==> src/rtl/rsp_rx_pkg.sv <==
package rsp_rx_pkg;
  localparam int unsigned DATA_W = 32;
  localparam int unsigned HDR_W  = 4;
  localparam int unsigned CHK_W  = 4;
  localparam int unsigned CNT_W  = $clog2(DATA_W + 1);
  localparam logic [CHK_W-1:0] CHK_POLY = 4'h3;
  localparam logic [1:0] TAG_ACK = 2'd0;

  typedef enum logic [2:0] {
    ST_IDLE,
    ST_HUNT,
    ST_HDR,
    ST_DATA,
    ST_CHK
  } rx_state_e;

  typedef struct packed {
    logic [1:0]        id;
    logic [1:0]        tag;
    logic [DATA_W-1:0] data;
    logic              tmo;
    logic              chk_err;
  } rx_result_t;

  function automatic logic [CNT_W-1:0] size_bits(input logic [1:0] code);
    case (code)
      2'd0:    size_bits = CNT_W'(0);
      2'd1:    size_bits = CNT_W'(8);
      2'd2:    size_bits = CNT_W'(16);
      default: size_bits = CNT_W'(32);
    endcase
  endfunction
endpackage

==> src/rtl/rsp_rx_clkgen.sv <==
module rsp_rx_clkgen (
  input  logic clk_i,
  input  logic rst_ni,
  input  logic run_i,
  output logic bus_clk_o,
  output logic sample_o
);
  logic ph_q;

  always_ff @(posedge clk_i or negedge rst_ni) begin
    if (!rst_ni)     ph_q <= 1'b0;
    else if (!run_i) ph_q <= 1'b0;
    else             ph_q <= ~ph_q;
  end

  // low phase first, sample at the edge closing the high phase
  assign bus_clk_o = ~(run_i & ~ph_q);
  assign sample_o  = run_i & ph_q;
endmodule

==> src/rtl/rsp_rx_crc.sv <==
module rsp_rx_crc #(
  parameter int unsigned W = 4,
  parameter logic [W-1:0] POLY = 4'h3
) (
  input  logic         clk_i,
  input  logic         rst_ni,
  input  logic         clr_i,
  input  logic         en_i,
  input  logic         bit_i,
  output logic [W-1:0] crc_o,
  output logic [W-1:0] crc_nxt_o
);
  logic [W-1:0] crc_q;
  logic         fb;

  assign fb        = crc_q[W-1] ^ bit_i;
  assign crc_nxt_o = {crc_q[W-2:0], 1'b0} ^ ({W{fb}} & POLY);
  assign crc_o     = crc_q;

  always_ff @(posedge clk_i or negedge rst_ni) begin
    if (!rst_ni)    crc_q <= '0;
    else if (clr_i) crc_q <= '0;
    else if (en_i)  crc_q <= crc_nxt_o;
  end
endmodule

==> src/rtl/rsp_rx_shreg.sv <==
module rsp_rx_shreg #(
  parameter int unsigned W = 8
) (
  input  logic         clk_i,
  input  logic         rst_ni,
  input  logic         clr_i,
  input  logic         en_i,
  input  logic         bit_i,
  output logic [W-1:0] q_o
);
  logic [W-1:0] q;

  always_ff @(posedge clk_i or negedge rst_ni) begin
    if (!rst_ni)    q <= '0;
    else if (clr_i) q <= '0;
    else if (en_i)  q <= {q[W-2:0], bit_i};
  end

  assign q_o = q;
endmodule

==> src/rtl/rsp_rx.sv <==
module rsp_rx
  import rsp_rx_pkg::*;
#(
  parameter int unsigned TIMEOUT_CLKS = 1000
) (
  input  logic              clk_i,
  input  logic              rst_ni,
  input  logic              start_i,
  input  logic [1:0]        size_i,
  input  logic              data_i,
  output logic              bus_clk_o,
  output logic              data_oe_o,
  output logic              busy_o,
  output logic              done_o,
  output logic [1:0]        slave_id_o,
  output logic [1:0]        tag_o,
  output logic [DATA_W-1:0] data_o,
  output logic              timeout_o,
  output logic              crc_err_o
);
  localparam int unsigned HUNT_W = $clog2(TIMEOUT_CLKS + 1);
  localparam logic [HUNT_W-1:0] HUNT_LAST = HUNT_W'(TIMEOUT_CLKS - 1);

  rx_state_e          st_q;
  logic [1:0]         size_q;
  logic [HUNT_W-1:0]  hunt_q;
  logic [CNT_W-1:0]   cnt_q;
  rx_result_t         res_q;
  logic               done_q;

  logic               run, accept, smp, bit_b;
  logic [CHK_W-1:0]   chk_q, chk_nxt;
  logic [HDR_W-1:0]   hdr_q;
  logic [DATA_W-1:0]  dat_q;
  logic [1:0]         tag_now;
  logic [CNT_W-1:0]   data_last;

  assign run     = (st_q != ST_IDLE);
  assign accept  = start_i & ~run;
  assign bit_b   = ~data_i;            // line is active low
  assign tag_now = {hdr_q[0], bit_b};
  assign data_last = size_bits(size_q) - CNT_W'(1);

  rsp_rx_clkgen u_clkgen (
    .clk_i    (clk_i),
    .rst_ni   (rst_ni),
    .run_i    (run),
    .bus_clk_o(bus_clk_o),
    .sample_o (smp)
  );

  // start bit (a logical 1) seeds the check
  rsp_rx_crc #(.W(CHK_W), .POLY(CHK_POLY)) u_crc (
    .clk_i    (clk_i),
    .rst_ni   (rst_ni),
    .clr_i    (accept),
    .en_i     (smp & ((st_q != ST_HUNT) | bit_b)),
    .bit_i    (bit_b),
    .crc_o    (chk_q),
    .crc_nxt_o(chk_nxt)
  );

  rsp_rx_shreg #(.W(HDR_W)) u_hdr (
    .clk_i (clk_i),
    .rst_ni(rst_ni),
    .clr_i (accept),
    .en_i  (smp & (st_q == ST_HDR)),
    .bit_i (bit_b),
    .q_o   (hdr_q)
  );

  rsp_rx_shreg #(.W(DATA_W)) u_data (
    .clk_i (clk_i),
    .rst_ni(rst_ni),
    .clr_i (accept),
    .en_i  (smp & (st_q == ST_DATA)),
    .bit_i (bit_b),
    .q_o   (dat_q)
  );

  always_ff @(posedge clk_i or negedge rst_ni) begin
    if (!rst_ni) begin
      st_q   <= ST_IDLE;
      size_q <= '0;
      hunt_q <= '0;
      cnt_q  <= '0;
      res_q  <= '0;
      done_q <= 1'b0;
    end else begin
      done_q <= 1'b0;
      case (st_q)
        ST_IDLE: begin
          if (start_i) begin
            st_q   <= ST_HUNT;
            size_q <= size_i;
            hunt_q <= '0;
            cnt_q  <= '0;
          end
        end
        ST_HUNT: begin
          if (smp) begin
            if (bit_b) begin
              st_q  <= ST_HDR;
              cnt_q <= '0;
            end else if (hunt_q == HUNT_LAST) begin
              res_q     <= '0;
              res_q.tmo <= 1'b1;
              done_q    <= 1'b1;
              st_q      <= ST_IDLE;
            end else begin
              hunt_q <= hunt_q + HUNT_W'(1);
            end
          end
        end
        ST_HDR: begin
          if (smp) begin
            if (cnt_q == CNT_W'(HDR_W - 1)) begin
              cnt_q <= '0;
              st_q  <= ((tag_now == TAG_ACK) && (size_q != 2'd0)) ? ST_DATA : ST_CHK;
            end else begin
              cnt_q <= cnt_q + CNT_W'(1);
            end
          end
        end
        ST_DATA: begin
          if (smp) begin
            if (cnt_q == data_last) begin
              cnt_q <= '0;
              st_q  <= ST_CHK;
            end else begin
              cnt_q <= cnt_q + CNT_W'(1);
            end
          end
        end
        ST_CHK: begin
          if (smp) begin
            if (cnt_q == CNT_W'(CHK_W - 1)) begin
              res_q.id      <= hdr_q[3:2];
              res_q.tag     <= hdr_q[1:0];
              res_q.data    <= dat_q;
              res_q.tmo     <= 1'b0;
              res_q.chk_err <= (chk_nxt != '0);
              done_q        <= 1'b1;
              st_q          <= ST_IDLE;
            end else begin
              cnt_q <= cnt_q + CNT_W'(1);
            end
          end
        end
        default: st_q <= ST_IDLE;
      endcase
    end
  end

  assign busy_o     = run;
  assign data_oe_o  = ~run;
  assign done_o     = done_q;
  assign slave_id_o = res_q.id;
  assign tag_o      = res_q.tag;
  assign data_o     = res_q.data;
  assign timeout_o  = res_q.tmo;
  assign crc_err_o  = res_q.chk_err;

  logic unused_chk;
  assign unused_chk = ^chk_q;
endmodule

==> config.mk <==
export PLATFORM = sky130hd
export DESIGN_NAME = rsp_rx
export DESIGN_NICKNAME = d
export VERILOG_FILES = /design/src/rtl/rsp_rx_pkg.sv /design/src/rtl/rsp_rx_clkgen.sv /design/src/rtl/rsp_rx_crc.sv /design/src/rtl/rsp_rx_shreg.sv /design/src/rtl/rsp_rx.sv
export SDC_FILE = /design/constraint.sdc
export NUM_CORES = 1
export LEC_CHECK = 0
export ABC_AREA = 1
export BUFFER_PORTS_ARGS = -buffer_cell sky130_fd_sc_hd__buf_2
export CAP_MARGIN = 20
export CORE_MARGIN = 2
export CORE_UTILIZATION = 63
export DETAILED_ROUTE_END_ITERATION = 6
export HOLD_SLACK_MARGIN = 0.12
export PLACE_DENSITY = 0.87
export SLEW_MARGIN = 30
export SYNTH_ARGS = -nofsm -noshare
export SYNTH_HDL_FRONTEND = slang
export SYNTH_SLANG_ARGS = --single-unit
==> constraint.sdc <==
create_clock -name clk_i -period 2.3 [get_ports clk_i]
set_input_delay 0.115 -clock clk_i [delete_from_list [all_inputs] [get_ports clk_i]]
set_output_delay 0.115 -clock clk_i [all_outputs]
set_load 0.01 [all_outputs]
* Word-level counts from Yosys, hierarchy flattened *
Cells that the tools add are included.

word-level totals
  output and inout bits = 42
  word-level logic and storage cells = 119
  bits of input ports = 6
  bits in registers = 101

operators by class
  bitwise logic cells = 13
  reduce and logical (&&, ||, !) cells = 18
  mux-type cells = 47
  add/sub/neg operators = 3
  equality and inequality tests = 24

operators with widths
  kind                     count
  $mux W38                 5
  $pmux W38 S2             1
  $mux W32                 2
  $mux W6                  9
  $mux W10                 4
  $mux W3                  11
  $pmux W6 S5              1
  $ne A2 B2 Y1 const B     11
  $pmux W10 S2             1
  $pmux W6 S3              1
  $mux W4                  4
  $pmux W3 S5              1
  $reduce_bool A2 Y1       6
  $add A10 B1 Y10 const B  1
  $eq A10 B10 Y1 const B   1
  $reduce_and A9 Y1        1
  $reduce_and A8 Y1        1
  $add A6 B1 Y6 const B    1
  $and A1 B1 Y1            6
  $eq A3 B2 Y1 const B     2
  $eq A6 B2 Y1 const B     1
  $eq A6 B6 Y1             1
  $mux W1                  6
  $reduce_and A6 Y1        1
  other kinds (21)         26

* Logic depth before layout (Yosys ltp) *
Gate-level depths: netlist of run 1.

  depth in word-level cells = 7
  depth in mapped cells = 12
  gate-level depth less buffers = 12

* Hierarchy *
From an unflattened synthesis of run 1, not the netlist that was laid out.

second synthesis, totals
  cells, all modules = 600
  area total of the unflattened synthesis = 4934.7 um^2

by module, submodules not included
  module                  times used  seq. area each (um^2)  area an instance (um^2)  cells an instance
  rsp_rx                  1           1501.4                 3204.3                   403
  rsp_rx_shreg at u_data  1           800.8                  1285.0                   140
  rsp_rx_crc              1           100.1                  235.2                    32
  rsp_rx_shreg at u_hdr   1           100.1                  160.2                    18
  rsp_rx_clkgen           1           25.0                   50.0                     7

* Worst setup path before layout of run 1 *
No wires, ideal clock.

  kind = register to register
  from = reg hunt_q[1]
  to = reg res_q, in the netlist data_o[11]
  stages on the path, launching flop included = 10
  required time = 2.170 ns
  buffers on the path = 1
  period minus slack after synthesis = 1.508 ns
  library setup time = 0.130 ns
  setup slack = 0.792 ns
  arrival time = 1.378 ns
  path through = dfrtp_1 > ha_1 > nand2_1 > nor2_1 > nand3_1 > nand2_1 > nand3_2 > buf_2 > nand2_1 > o21ai_0

on the way
  word-level cells in the longest chain between the ends = 3

RTL lines
  what                         RTL line       RTL
  start: declaration           rsp_rx.sv:26   logic [HUNT_W-1:0] hunt_q;
  start signal: assignment     rsp_rx.sv:111  hunt_q <= hunt_q + HUNT_W'(1);
  $eq A10 B10 Y1               rsp_rx.sv:105  end else if (hunt_q == HUNT_LAST) begin
  $ne A2 B2 Y1 (no line)       n/a
  $reduce_and A6 Y1 (no line)  n/a
  end: declaration             rsp_rx.sv:28   rx_result_t res_q;

No other way between the ends.
A chain may end at the register's enable or synchronous reset.

* Worst setup path after layout of run 1 *
  from = reg st_q[2]
  to = reg res_q, in the netlist data_o[15]

on the way
  word-level cells in the longest chain between the ends = 4
  elaborated cells between the ends (all ways) = 12
  those cells by class = eq/ne: 7; mux: 1; bitwise: 1; reduce/logical: 3

RTL lines
  what                         RTL line             RTL
  start: declaration           rsp_rx.sv:24         rx_state_e st_q;
  start signal: assignment     rsp_rx.sv:119        st_q <= ((tag_now == TAG_ACK) && (size_q != 2'd0)) ? ST_DATA : ST_CHK;
  $reduce_bool A3 Y1           rsp_rx.sv:38         assign run = (st_q != ST_IDLE);
  $and A1 B1 Y1                rsp_rx_clkgen.sv:18  assign sample_o = run_i & ph_q;
  $ne A2 B2 Y1 (no line)       n/a
  $reduce_and A6 Y1 (no line)  n/a

Parallel ways exist; a longest one is shown, timed or not.

==> impl_metrics.py, run 1 <==
metrics = {
    "finish": {
        "finish.utilization_pct": 72.3,
        "area.sequential_sq_um": 2530,
        "fraction_of_final_layout_cells_sized_beyond_drive_strength_1_pct": 18.0,
        "n_fill_cell": 546,
        "antennaDiodeCount": 0,
        "layout.cells.most_common": "nand2_1",
        "multi_input_comb_area_sq_um": 1700,
        "synthToLayoutAreaGrowth_pct": 12.0,
        "mostFrequentLayoutCells": "135 x nand2_1, 101 x dfrtp_1, 77 x inv_1",
        "design.final.nets": 603,
    },
    "floorplan": {
        "core_sq_um": 7180,
        "design.die.area_sq_um": 8060,
        "io-pin-count": 48,
        "initial_core_util_pct": 64.6,
        "dieWidth_microns": 89.8,
        "placementRows": 31,
        "die_y_microns": 89.8,
    },
    "clock_tree": {
        "post_cts.repair.setup_buffers": 0,
        "cts_inserted_buffers": 9,
        "cts.path.max_buffers": 2,
        "path_clk_slew_ps": 100,
        "clk-insertion-delay-late_ps": 370,
        "ctsHtreeMaxLevel": 3,
        "post_cts_sizing": 0,
        "clkSinkCount": 101,
        "tritoncts_clock_tree": "yes",
        "clock_tree.root_cell": "clkbuf_8",
    },
    "routing": {
        "remaining_drc_errors": 0,
        "initialDrtViolationCount": 250,
        "dr.pass1.iters": 5,
        "wire_per_inst_microns": 13.9,
        "avg_vias_per_cell": 5.44,
        "detail_route.wirelength_mm": 9.64,
        "route.antenna.remaining_nets": 0,
        "num_vias": 3783,
    },
    "run_status": {
        "run_status": "finished clean",
    },
    "sta": {
        "rsz0062_at_grt": "no",
        "worst_pin_slew_ps": 667,
        "setup_tns_ps": 0,
        "finish_stage_setup_viols": 0,
        "timing.final.crit_share_pct": 85.3,
        "slew_headroom_pct": 55.5,
        "timing.clock.skew_ps": 9.09,
        "achievable-frequency_mhz": 509,
        "drv_slew": 0,
        "finalHoldViolations": 0,
        "min_period_ps": 1960,
    },
    "global_route": {
        "initial_antenna_violation_count": 0,
        "first_global_vias": 3595,
        "globalRouteOverflowTotal": 0,
        "grt_pass1_wl_mm": 16.4,
        "grt.total_usage_pct": 25.0,
        "grt_max_degree": 53,
    },
    "synthesis": {
        "mappedNetlistArea_sq_um": 4640,
        "synth-seq-cells": 101,
        "yosysTopAreaCell": "dfrtp_1",
        "ys_top_cells_by_area": "dfrtp_1 55%, nand2_1 11%, inv_1 6.2%, o21ai_0 5.9%, nand3_1 5.8%",
        "yosysSeqAreaShare_pct": 54.5,
        "syn_avg_cell_area_sq_um": 8.60,
        "synth_largest_type_area_fraction_pct": 54.5,
        "postSynthNetCount": 551,
        "post_synth_inst_count": 539,
        "ys.warnings.count": 0,
        "post_synth_num_cell_types": 24,
    },
    "hold_path": {
        "worst_hold_path.num_cells": 7,
        "worstHoldPathType": "input pin to register",
    },
    "setup_path": {
        "crit_arrival_ps": 2240,
        "timing.critical_path.required_ps": 2580,
        "kind_of_end_point_of_the_critical_path": "register",
        "rr_worst_depth": 8,
        "worst_path_maximum_fanout": 38,
        "path_class": "register to register",
        "setup.worst_path.start_class": "register",
    },
    "power": {
        "seq_power_share_pct": 46.4,
        "cellLeakagePower_nw": 2.63,
        "max-vdd-ir-drop_uv": 459,
        "power.net_switching_mw": 1.65,
        "sw_frac_of_total_pct": 38.2,
        "internal_power_mw": 2.66,
        "totalPowerFinal_mw": 4.31,
        "powerDensity_nw_per_um2": 830,
        "power_frac_clock_pct": 24.6,
        "share_comb_of_total_power_pct": 28.9,
    },
    "placed_design": {
        "io_buffers": 47,
        "place.gp.congestion": 0.854,
        "hpwlAfterDp_mm": 6.54,
    },
    "job": {
        "max_cap_viol_count": 0,
    },
}
## synthesized netlist by cell type
cell and instances:
a21oi_1 3, buf_2 9, buf_4 4, buf_6 2, clkbuf_1 4, dfrtp_1 101
ha_1 6, inv_1 77, inv_2 4, nand2_1 135, nand2_2 3, nand3_1 54
nand3_2 2, nand3b_1 2, nand4_1 6, nor2_1 21, nor2_2 6, nor3_1 3
o21ai_0 55, o21ai_1 1, o21ai_2 20, o22ai_1 15, xnor2_1 1, xor2_1 5
## worst max-delay path, stage by stage, from the launching register on
cell     delay, ps
dfrtp_1        460
nor2_2         190
nand2_2        130
inv_2          210
nand3_1        130
nand2_1        120
nand3_2         60
buf_4          280
o21ai_0        280
## cell type report
class | count | area share (%)
clock buffers | 10 | 2.46
clock inverters | 6 | 1.04
inverters | 81 | 5.86
multi-input cells | 338 | 32.7
flip-flops and latches | 101 | 48.7
well taps | 99 | 2.39
repair buffers | 60 | 6.89
## repair_timing
action                                 CTS  global route
hold buffers                             4             0
setup endpoints to repair                0             0
endpoints found under the hold margin   53             0
## cells by family (layout without fill, tap and decap cells)
group           Yosys count  after routing  share of synthesized area [%]
flops                   101            101                           54.5
compound gates           94             94                           12.2
fa+ha+maj                 6              6                           1.62
simple gates            232            232                           21.6
xor+xnor                  6              6                           1.13
buf+inv                 100            157                           8.99
## per-stage QoR
| stage | hold WS [ps] | instances | setup slack [ps] | cell area [sq um] |
|---|---|---|---|---|
| floorplan | -181 | 539 | 792 | 4640 |
| global placement | 184 | 675 | 547 | 4970 |
| detailed placement | 196 | 675 | 428 | 4970 |
| CTS | 255 | 695 | 351 | 5190 |
| global route | 322 | 695 | 209 | 5190 |
| finish | 264 | 695 | 337 | 5190 |
## flip-flops by register name, summed over array words and instances, names as in the netlist, 2 cells and up
| register | flops |
|---|---|
| cnt_q | 6 |
| data_o | 32 |
| hunt_q | 10 |
| size_q | 2 |
| slave_id_o | 2 |
| st_q | 3 |
| tag_o | 2 |
| u_crc.crc_o | 4 |
| u_data.q_o | 32 |
| u_hdr.q_o | 4 |
## routing by layer
metal | GRT usage (%) | vias up | part of all wire, %
li1 | - | 1826 | -
met4 | 13.8 | 0 | 3.1
met1 | 32.9 | 1802 | 44
met3 | 3.69 | 31 | 4.5
met5 | 0 | - | 0
met2 | 40.5 | 124 | 48
## path summary, 6_finish.rpt
kind | start | endpoint | slack (ps)
max in group asynchronous | rst_ni | u_data.q_o[22]$_DFFE_PN0P_ | 1280
worst max-delay path | st_q[2]$_DFFE_PN0P_ | data_o[15]$_DFFE_PN0P_ | 340
worst min register to register | data_o[3]$_DFFE_PN0P_ | data_o[3]$_DFFE_PN0P_ | 490
min in group asynchronous | rst_ni | hunt_q[7]$_DFFE_PN0P_ | 300
worst max register to register | st_q[2]$_DFFE_PN0P_ | data_o[15]$_DFFE_PN0P_ | 340
worst min-delay path | start_i | cnt_q[2]$_DFFE_PN0P_ | 260
## power by group through the flow
stage                     combinational, mW  sequential [mW]  clock [mW]
after floorplan                       0.924             2.01           0
after global routing                   1.40             2.01        1.15
after detailed placement               1.22             2.03           0
final                                  1.25             2.00        1.06
after global placement                 1.17             2.02           0
after CTS                              1.24             2.00        1.08
(Power assumes the default switching activity.)
==> inputs of run 2 (changes only) <==
ABC_AREA = default   (was 1)
CORE_UTILIZATION = 62   (was 63)
==> impl_metrics.py, run 2 <==
metrics = {
    "sta": {
        "rsz0062_at_grt": "no",
        "finish_stage_setup_viols": 0,
        "achievable-frequency_mhz": 459,
        "timing.clock.skew_ps": 18.6,
        "min_period_ps": 2180,
        "worst_pin_slew_ps": 965,
        "setup_tns_ps": 0,
        "drv_slew": 0,
        "timing.final.crit_share_pct": 94.8,
        "finalHoldViolations": 0,
        "hold_slack_ps": 333,
        "slew_headroom_pct": 35.3,
    },
    "clock_tree": {
        "path_clk_slew_ps": 110,
        "cts_inserted_buffers": 9,
        "clock_tree.root_cell": "clkbuf_8",
        "post_cts_sizing": 0,
        "ctsHtreeMaxLevel": 3,
        "post_cts.repair.setup_buffers": 0,
        "clk-insertion-delay-late_ps": 380,
        "clkSinkCount": 101,
        "cts.path.max_buffers": 2,
        "tritoncts_clock_tree": "yes",
    },
    "synthesis": {
        "mappedNetlistArea_sq_um": 4360,
        "post-synth-top-count-cell": "dfrtp_1",
        "ys.warnings.count": 0,
        "yosysTopAreaCell": "dfrtp_1",
        "yosysSeqAreaShare_pct": 57.9,
        "post_synth_fa_ha_maj_area_fraction_pct": 1.72,
        "synth-compound-area-share_pct": 18.6,
        "ys_top_cells_by_area": "dfrtp_1 58%, a22o_1 11%, nand2_1 5.1%, a21oi_1 3.3%, nor2_1 1.9%",
        "synth_edf_count": 0,
        "postSynthNetCount": 410,
        "post_synth_and_or_nand_nor_area_fraction_pct": 14.0,
        "post_synth_num_cell_types": 47,
        "synthXorXnorAreaFrac_pct": 1.81,
        "syn_avg_cell_area_sq_um": 11.0,
        "post_synth_inst_count": 398,
        "synth_top_family_by_area": "compound AO/OA/AOI/OAI gates",
        "dominantRegCellSynth": "dfrtp_1",
        "synth_largest_type_area_fraction_pct": 57.9,
        "synth-seq-cells": 101,
        "yosys-mux-area-fraction_pct": 2.12,
        "netlist_top_cells_count": "101 x dfrtp_1, 59 x nand2_1, 53 x a22o_1, 29 x a21oi_1, 22 x nor2_1",
        "synth-async-reset-ratio_pct": 100,
    },
    "global_route": {
        "initial_antenna_violation_count": 0,
        "first_global_vias": 2953,
        "grt.total_usage_pct": 22.8,
        "globalRouteOverflowTotal": 0,
        "grt_max_degree": 60,
        "grt_pass1_wl_mm": 13.6,
    },
    "setup_path": {
        "worstReg2RegStart": "cnt_q[3]$_DFFE_PN0P_",
        "setup.worst_path.start_class": "register",
        "kind_of_end_point_of_the_critical_path": "register",
        "crit_arrival_ps": 2440,
        "timing.critical_path.required_ps": 2560,
        "critical_path_startpoint": "cnt_q[3]$_DFFE_PN0P_",
        "path_class": "register to register",
        "timing.reg2reg.setup_slack_ps": 120,
        "rr_worst_depth": 5,
        "rr_endpoint": "data_o[15]$_DFFE_PN0P_",
        "worst_path_maximum_fanout": 37,
    },
    "floorplan": {
        "core_sq_um": 6790,
        "dieWidth_microns": 87.9,
        "io-pin-count": 48,
        "placementRows": 30,
        "design.die.area_sq_um": 7730,
        "die_y_microns": 87.9,
        "initial_core_util_pct": 64.2,
    },
    "finish": {
        "multi_input_comb_area_sq_um": 1680,
        "antennaDiodeCount": 0,
        "mostFrequentLayoutCells": "101 x dfrtp_1, 59 x nand2_1, 53 x a22o_1",
        "layout.cells.most_common": "dfrtp_1",
        "n_fill_cell": 432,
        "design.final.nets": 458,
        "fraction_of_final_layout_cells_sized_beyond_drive_strength_1_pct": 18.2,
        "area.sequential_sq_um": 2530,
        "synthToLayoutAreaGrowth_pct": 12.9,
        "finish.utilization_pct": 72.5,
    },
    "routing": {
        "avg_vias_per_cell": 5.87,
        "routedLengthMet1_mm": 3.78,
        "dr.pass1.iters": 4,
        "detail_route.wirelength_mm": 8.27,
        "wire_per_inst_microns": 15.1,
        "route.antenna.remaining_nets": 0,
        "met3_wirelength_microns": 485,
        "initialDrtViolationCount": 248,
        "detailroute.wirelength.met2_mm": 3.90,
        "routed.top_layer": "met4",
        "remaining_drc_errors": 0,
        "num_vias": 3210,
    },
    "power": {
        "powerDensity_nw_per_um2": 871,
        "cellLeakagePower_nw": 2.42,
        "max-vdd-ir-drop_uv": 703,
    },
    "run_status": {
        "run_status": "finished clean",
    },
    "placed_design": {
        "hpwlAfterDp_mm": 5.61,
        "place.gp.congestion": 0.858,
        "io_buffers": 47,
    },
    "hold_path": {
        "worstHoldPathType": "input pin to asynchronous set/reset pin",
    },
    "job": {
        "max_cap_viol_count": 0,
    },
}
## run 2: cell count changes after synthesis, sizes merged, moves of 26 or more
| cell | delta |
|---|---|
| a21oi | +26 |
| a22o | +53 |
| inv | -69 |
| nand2 | -79 |
| nand3 | -48 |
| o21ai | -62 |
## run 2: repair_timing
item | 4_1_cts | 5_1_grt
hold buffers | 4 | 0
setup endpoints to repair | 0 | 0
endpoints found under the hold margin | 61 | 0
## run 2: per-layer routing
layer  vias up  track usage (%)
met1      1569             32.6
met2       113             34.4
met4         0             8.53
met5         -                0
met3        10             5.09
li1       1518                -
## run 2: where the power goes
group | internal, mW | leakage [nW] | switching [mW]
logic | 0.412 | 0.929 | 0.724
clock network | 0.427 | 0.0970 | 0.670
registers | 1.91 | 1.40 | 0.155
total | 2.74 | 2.42 | 1.55
## run 2: cells by family (layout without fill, tap and decap cells)
logic type,after synthesis,in the layout
adder cells (fa/ha/maj),6,6
flip-flops,101,101
AO/OA/AOI/OAI,111,111
buffers and inverters,34,87
AND/OR/NAND/NOR,128,128
multiplexers,9,9
XOR/XNOR,9,9
## run 2: worst max-delay path, cell delays in order, from the launching register on
cell and delay, ps:
dfrtp_1 440, or3_4 430, nor3_1 340, a21o_1 170, o211ai_4 320, a22o_1 370
## run 2: how the worst max path moves through the flow
| stage | endpoint | cells past startpoint | slack (ps) |
|---|---|---|---|
| 2_1_floorplan | crc_err_o$_DFFE_PN0P_ | 7 | 400 |
| 3_3_place_gp | data_o[3]$_DFFE_PN0P_ | 5 | 240 |
| 3_5_place_dp | data_o[15]$_DFFE_PN0P_ | 5 | 160 |
| 4_1_cts | data_o[15]$_DFFE_PN0P_ | 5 | 150 |
| 5_1_grt | data_o[28]$_DFFE_PN0P_ | 6 | 30 |
| 6_report | data_o[15]$_DFFE_PN0P_ | 5 | 120 |
## run 2: cell type report
type,count,share of cell area (%)
tap,96,2.44
multi-input combinational,263,34.0
clock buffer,9,2.51
inverter,12,0.914
clock inverter,7,1.47
sequential,101,51.3
timing repair buffer,59,7.36
## run 2: through the flow
step,power (mW),area (sq um),instances,setup WS (ps)
floorplan,2.90,4360,398,398
CTS,4.32,4930,547,151
detailed placement,3.21,4690,527,164
global route,4.53,4930,547,26.3
finish,4.29,4930,547,120
global placement,3.17,4690,527,240
==> inputs of run 3 (changes only) <==
CORE_UTILIZATION = 30   (was 62)
PLACE_DENSITY = 0.49   (was 0.87)
SYNTH_HIERARCHICAL = 1   (was default)
==> impl_metrics.py, run 3 <==
metrics = {
    "hold_path": {
        "hold_start": "data_i",
        "hold_path_end": "timeout_o$_DFFE_PN0P_",
        "worstHoldPathType": "input pin to register",
        "worst_hold_path.num_cells": 3,
    },
    "job": {
        "max_cap_viol_count": 0,
    },
    "global_route": {
        "first_global_vias": 3073,
        "globalRouteOverflowTotal": 0,
        "grt.total_usage_pct": 12.3,
        "grt_pass1_wl_mm": 15.9,
        "grt_max_degree": 47,
        "initial_antenna_violation_count": 0,
    },
    "placed_design": {
        "hpwlAfterDp_mm": 6.40,
        "io_buffers": 47,
        "place_area_sq_um": 4990,
        "place.gp.congestion": 0.843,
        "placed_cells_incl_taps": 603,
        "worst_setup_slack_before_clock_tree_synthesis_ps": 90.9,
    },
    "setup_path": {
        "crit_slowest_cell": "or3b_1",
        "crit_arrival_ps": 2440,
        "timing.critical_path.cells": "buf_4 -> or3b_1 -> o32ai_2 -> nand4_1 -> buf_12 -> a22o_1",
        "critical-path-max-stage-delay_ps": 490,
        "timing.reg2reg.setup_slack_ps": 90,
        "timing.critical_path.required_ps": 2530,
        "rr_worst_depth": 6,
        "path_class": "register to register",
        "critical_path.top_delay_family": "simple AND/OR/NAND/NOR gates",
        "worst-path-stages": 6,
        "critical_path_startpoint": "st_q[2]$_DFFE_PN0P_",
        "kind_of_end_point_of_the_critical_path": "register",
        "rr_endpoint": "data_o[5]$_DFFE_PN0P_",
        "path_buf_inv": 2,
        "worstReg2RegStart": "st_q[2]$_DFFE_PN0P_",
        "setup.worst_path.start_class": "register",
        "worst_path_maximum_fanout": 38,
    },
    "clock_tree": {
        "post_cts.repair.setup_buffers": 0,
        "cts_inserted_buffers": 9,
        "cts.path.max_buffers": 2,
        "clock_tree.root_cell": "clkbuf_16",
        "clkSinkCount": 101,
        "tritoncts_clock_tree": "yes",
        "path_clk_slew_ps": 70,
        "ctsHtreeMaxLevel": 3,
        "clk-insertion-delay-late_ps": 340,
    },
    "sta": {
        "worst_pin_slew_ps": 698,
        "finalHoldViolations": 0,
        "timing.final.crit_share_pct": 96.0,
        "setup_tns_ps": 0,
        "achievable-frequency_mhz": 453,
        "min_period_ps": 2210,
        "hold_slack_ps": 160,
        "timing.clock.skew_ps": 5.76,
        "fin_ws_ps": 91.9,
        "slew_headroom_pct": 53.1,
        "drv_slew": 0,
        "finish_stage_setup_viols": 0,
    },
    "finish": {
        "layout.cells.most_common": "dfrtp_1",
        "mostFrequentLayoutCells": "101 x dfrtp_1, 54 x nor2_1, 46 x buf_2",
        "finish.utilization_pct": 36.5,
        "antennaDiodeCount": 0,
        "fraction_of_final_layout_cells_sized_beyond_drive_strength_1_pct": 20.3,
        "final_cell_area_sq_um": 5350,
        "synthToLayoutAreaGrowth_pct": 17.6,
        "design.final.nets": 444,
        "instances_no_fill": 622,
    },
    "routing": {
        "wire_per_inst_microns": 15.0,
        "route.antenna.remaining_nets": 0,
        "initialDrtViolationCount": 149,
        "dr.pass1.iters": 4,
        "detail_route.wirelength_mm": 9.34,
        "avg_vias_per_cell": 4.85,
        "remaining_drc_errors": 0,
        "num_vias": 3019,
    },
    "floorplan": {
        "die_y_microns": 127,
        "placementRows": 44,
        "initial_core_util_pct": 31.0,
        "io-pin-count": 48,
        "design.die.area_sq_um": 16200,
        "core_sq_um": 14600,
        "dieWidth_microns": 127,
    },
    "power": {
        "max-vdd-ir-drop_uv": 457,
        "cellLeakagePower_nw": 2.57,
        "totalPowerFinal_mw": 4.92,
        "powerDensity_nw_per_um2": 920,
    },
    "synthesis": {
        "ys.warnings.count": 6,
        "postSynthNetCount": 395,
        "post_synth_inst_count": 384,
        "syn_avg_cell_area_sq_um": 11.8,
        "mappedNetlistArea_sq_um": 4550,
    },
    "run_status": {
        "run_status": "finished clean",
    },
}
run 3: final cells by class:
cell class | count | area [sq um]
multi-input combinational | 248 | 1800
fill | 1459 | 9300
inverter | 8 | 30.0
timing repair buffer | 65 | 430
clock inverter | 4 | 77.6
sequential | 101 | 2530
tap | 184 | 230
clock buffer | 12 | 246
run 3: worst max path at each step:
| stage | end | slack [ps] |
|---|---|---|
| 2_1_floorplan | st_q[0]$_DFFE_PN0P_ | 10 |
| 3_3_place_gp | data_o[21]$_DFFE_PN0P_ | 160 |
| 3_5_place_dp | data_o[4]$_DFFE_PN0P_ | 90 |
| 4_1_cts | data_o[11]$_DFFE_PN0P_ | 80 |
| 5_1_grt | cnt_q[4]$_DFFE_PN0P_ | -0.7 |
| 6_report | data_o[5]$_DFFE_PN0P_ | 90 |
run 3: what timing repair did:
action	CTS	global route
gates resized for setup	0	1
hold endpoints to repair	46	0
setup endpoints to repair	0	35
hold buffers	3	0
run 3: worst reg2reg max path: cells and delay by family, from the launching register on:
kind	cells	cell delay [ps]
buffers and inverters	2	440
AO/OA/AOI/OAI	2	570
flip-flops	1	370
AND/OR/NAND/NOR	2	720
run 3: power breakdown:
group / internal, mW / total, mW / leakage [nW] / switching, mW
Clock: 0.993 / 1.65 / 0.158 / 0.659
Sequential: 1.89 / 1.98 / 1.40 / 0.0890
Combinational: 0.535 / 1.28 / 1.01 / 0.747
Total: 3.42 / 4.92 / 2.57 / 1.50
run 3: layer usage:
| layer | global-route usage, % | wire (microns) | vias to the layer above |
|---|---|---|---|
| met5 | 0 | 0 | - |
| met4 | 5.37 | 157 | 0 |
| met3 | 2.39 | 324 | 10 |
| met2 | 18.8 | 4230 | 58 |
| met1 | 17.1 | 4630 | 1485 |
| li1 | - | - | 1466 |
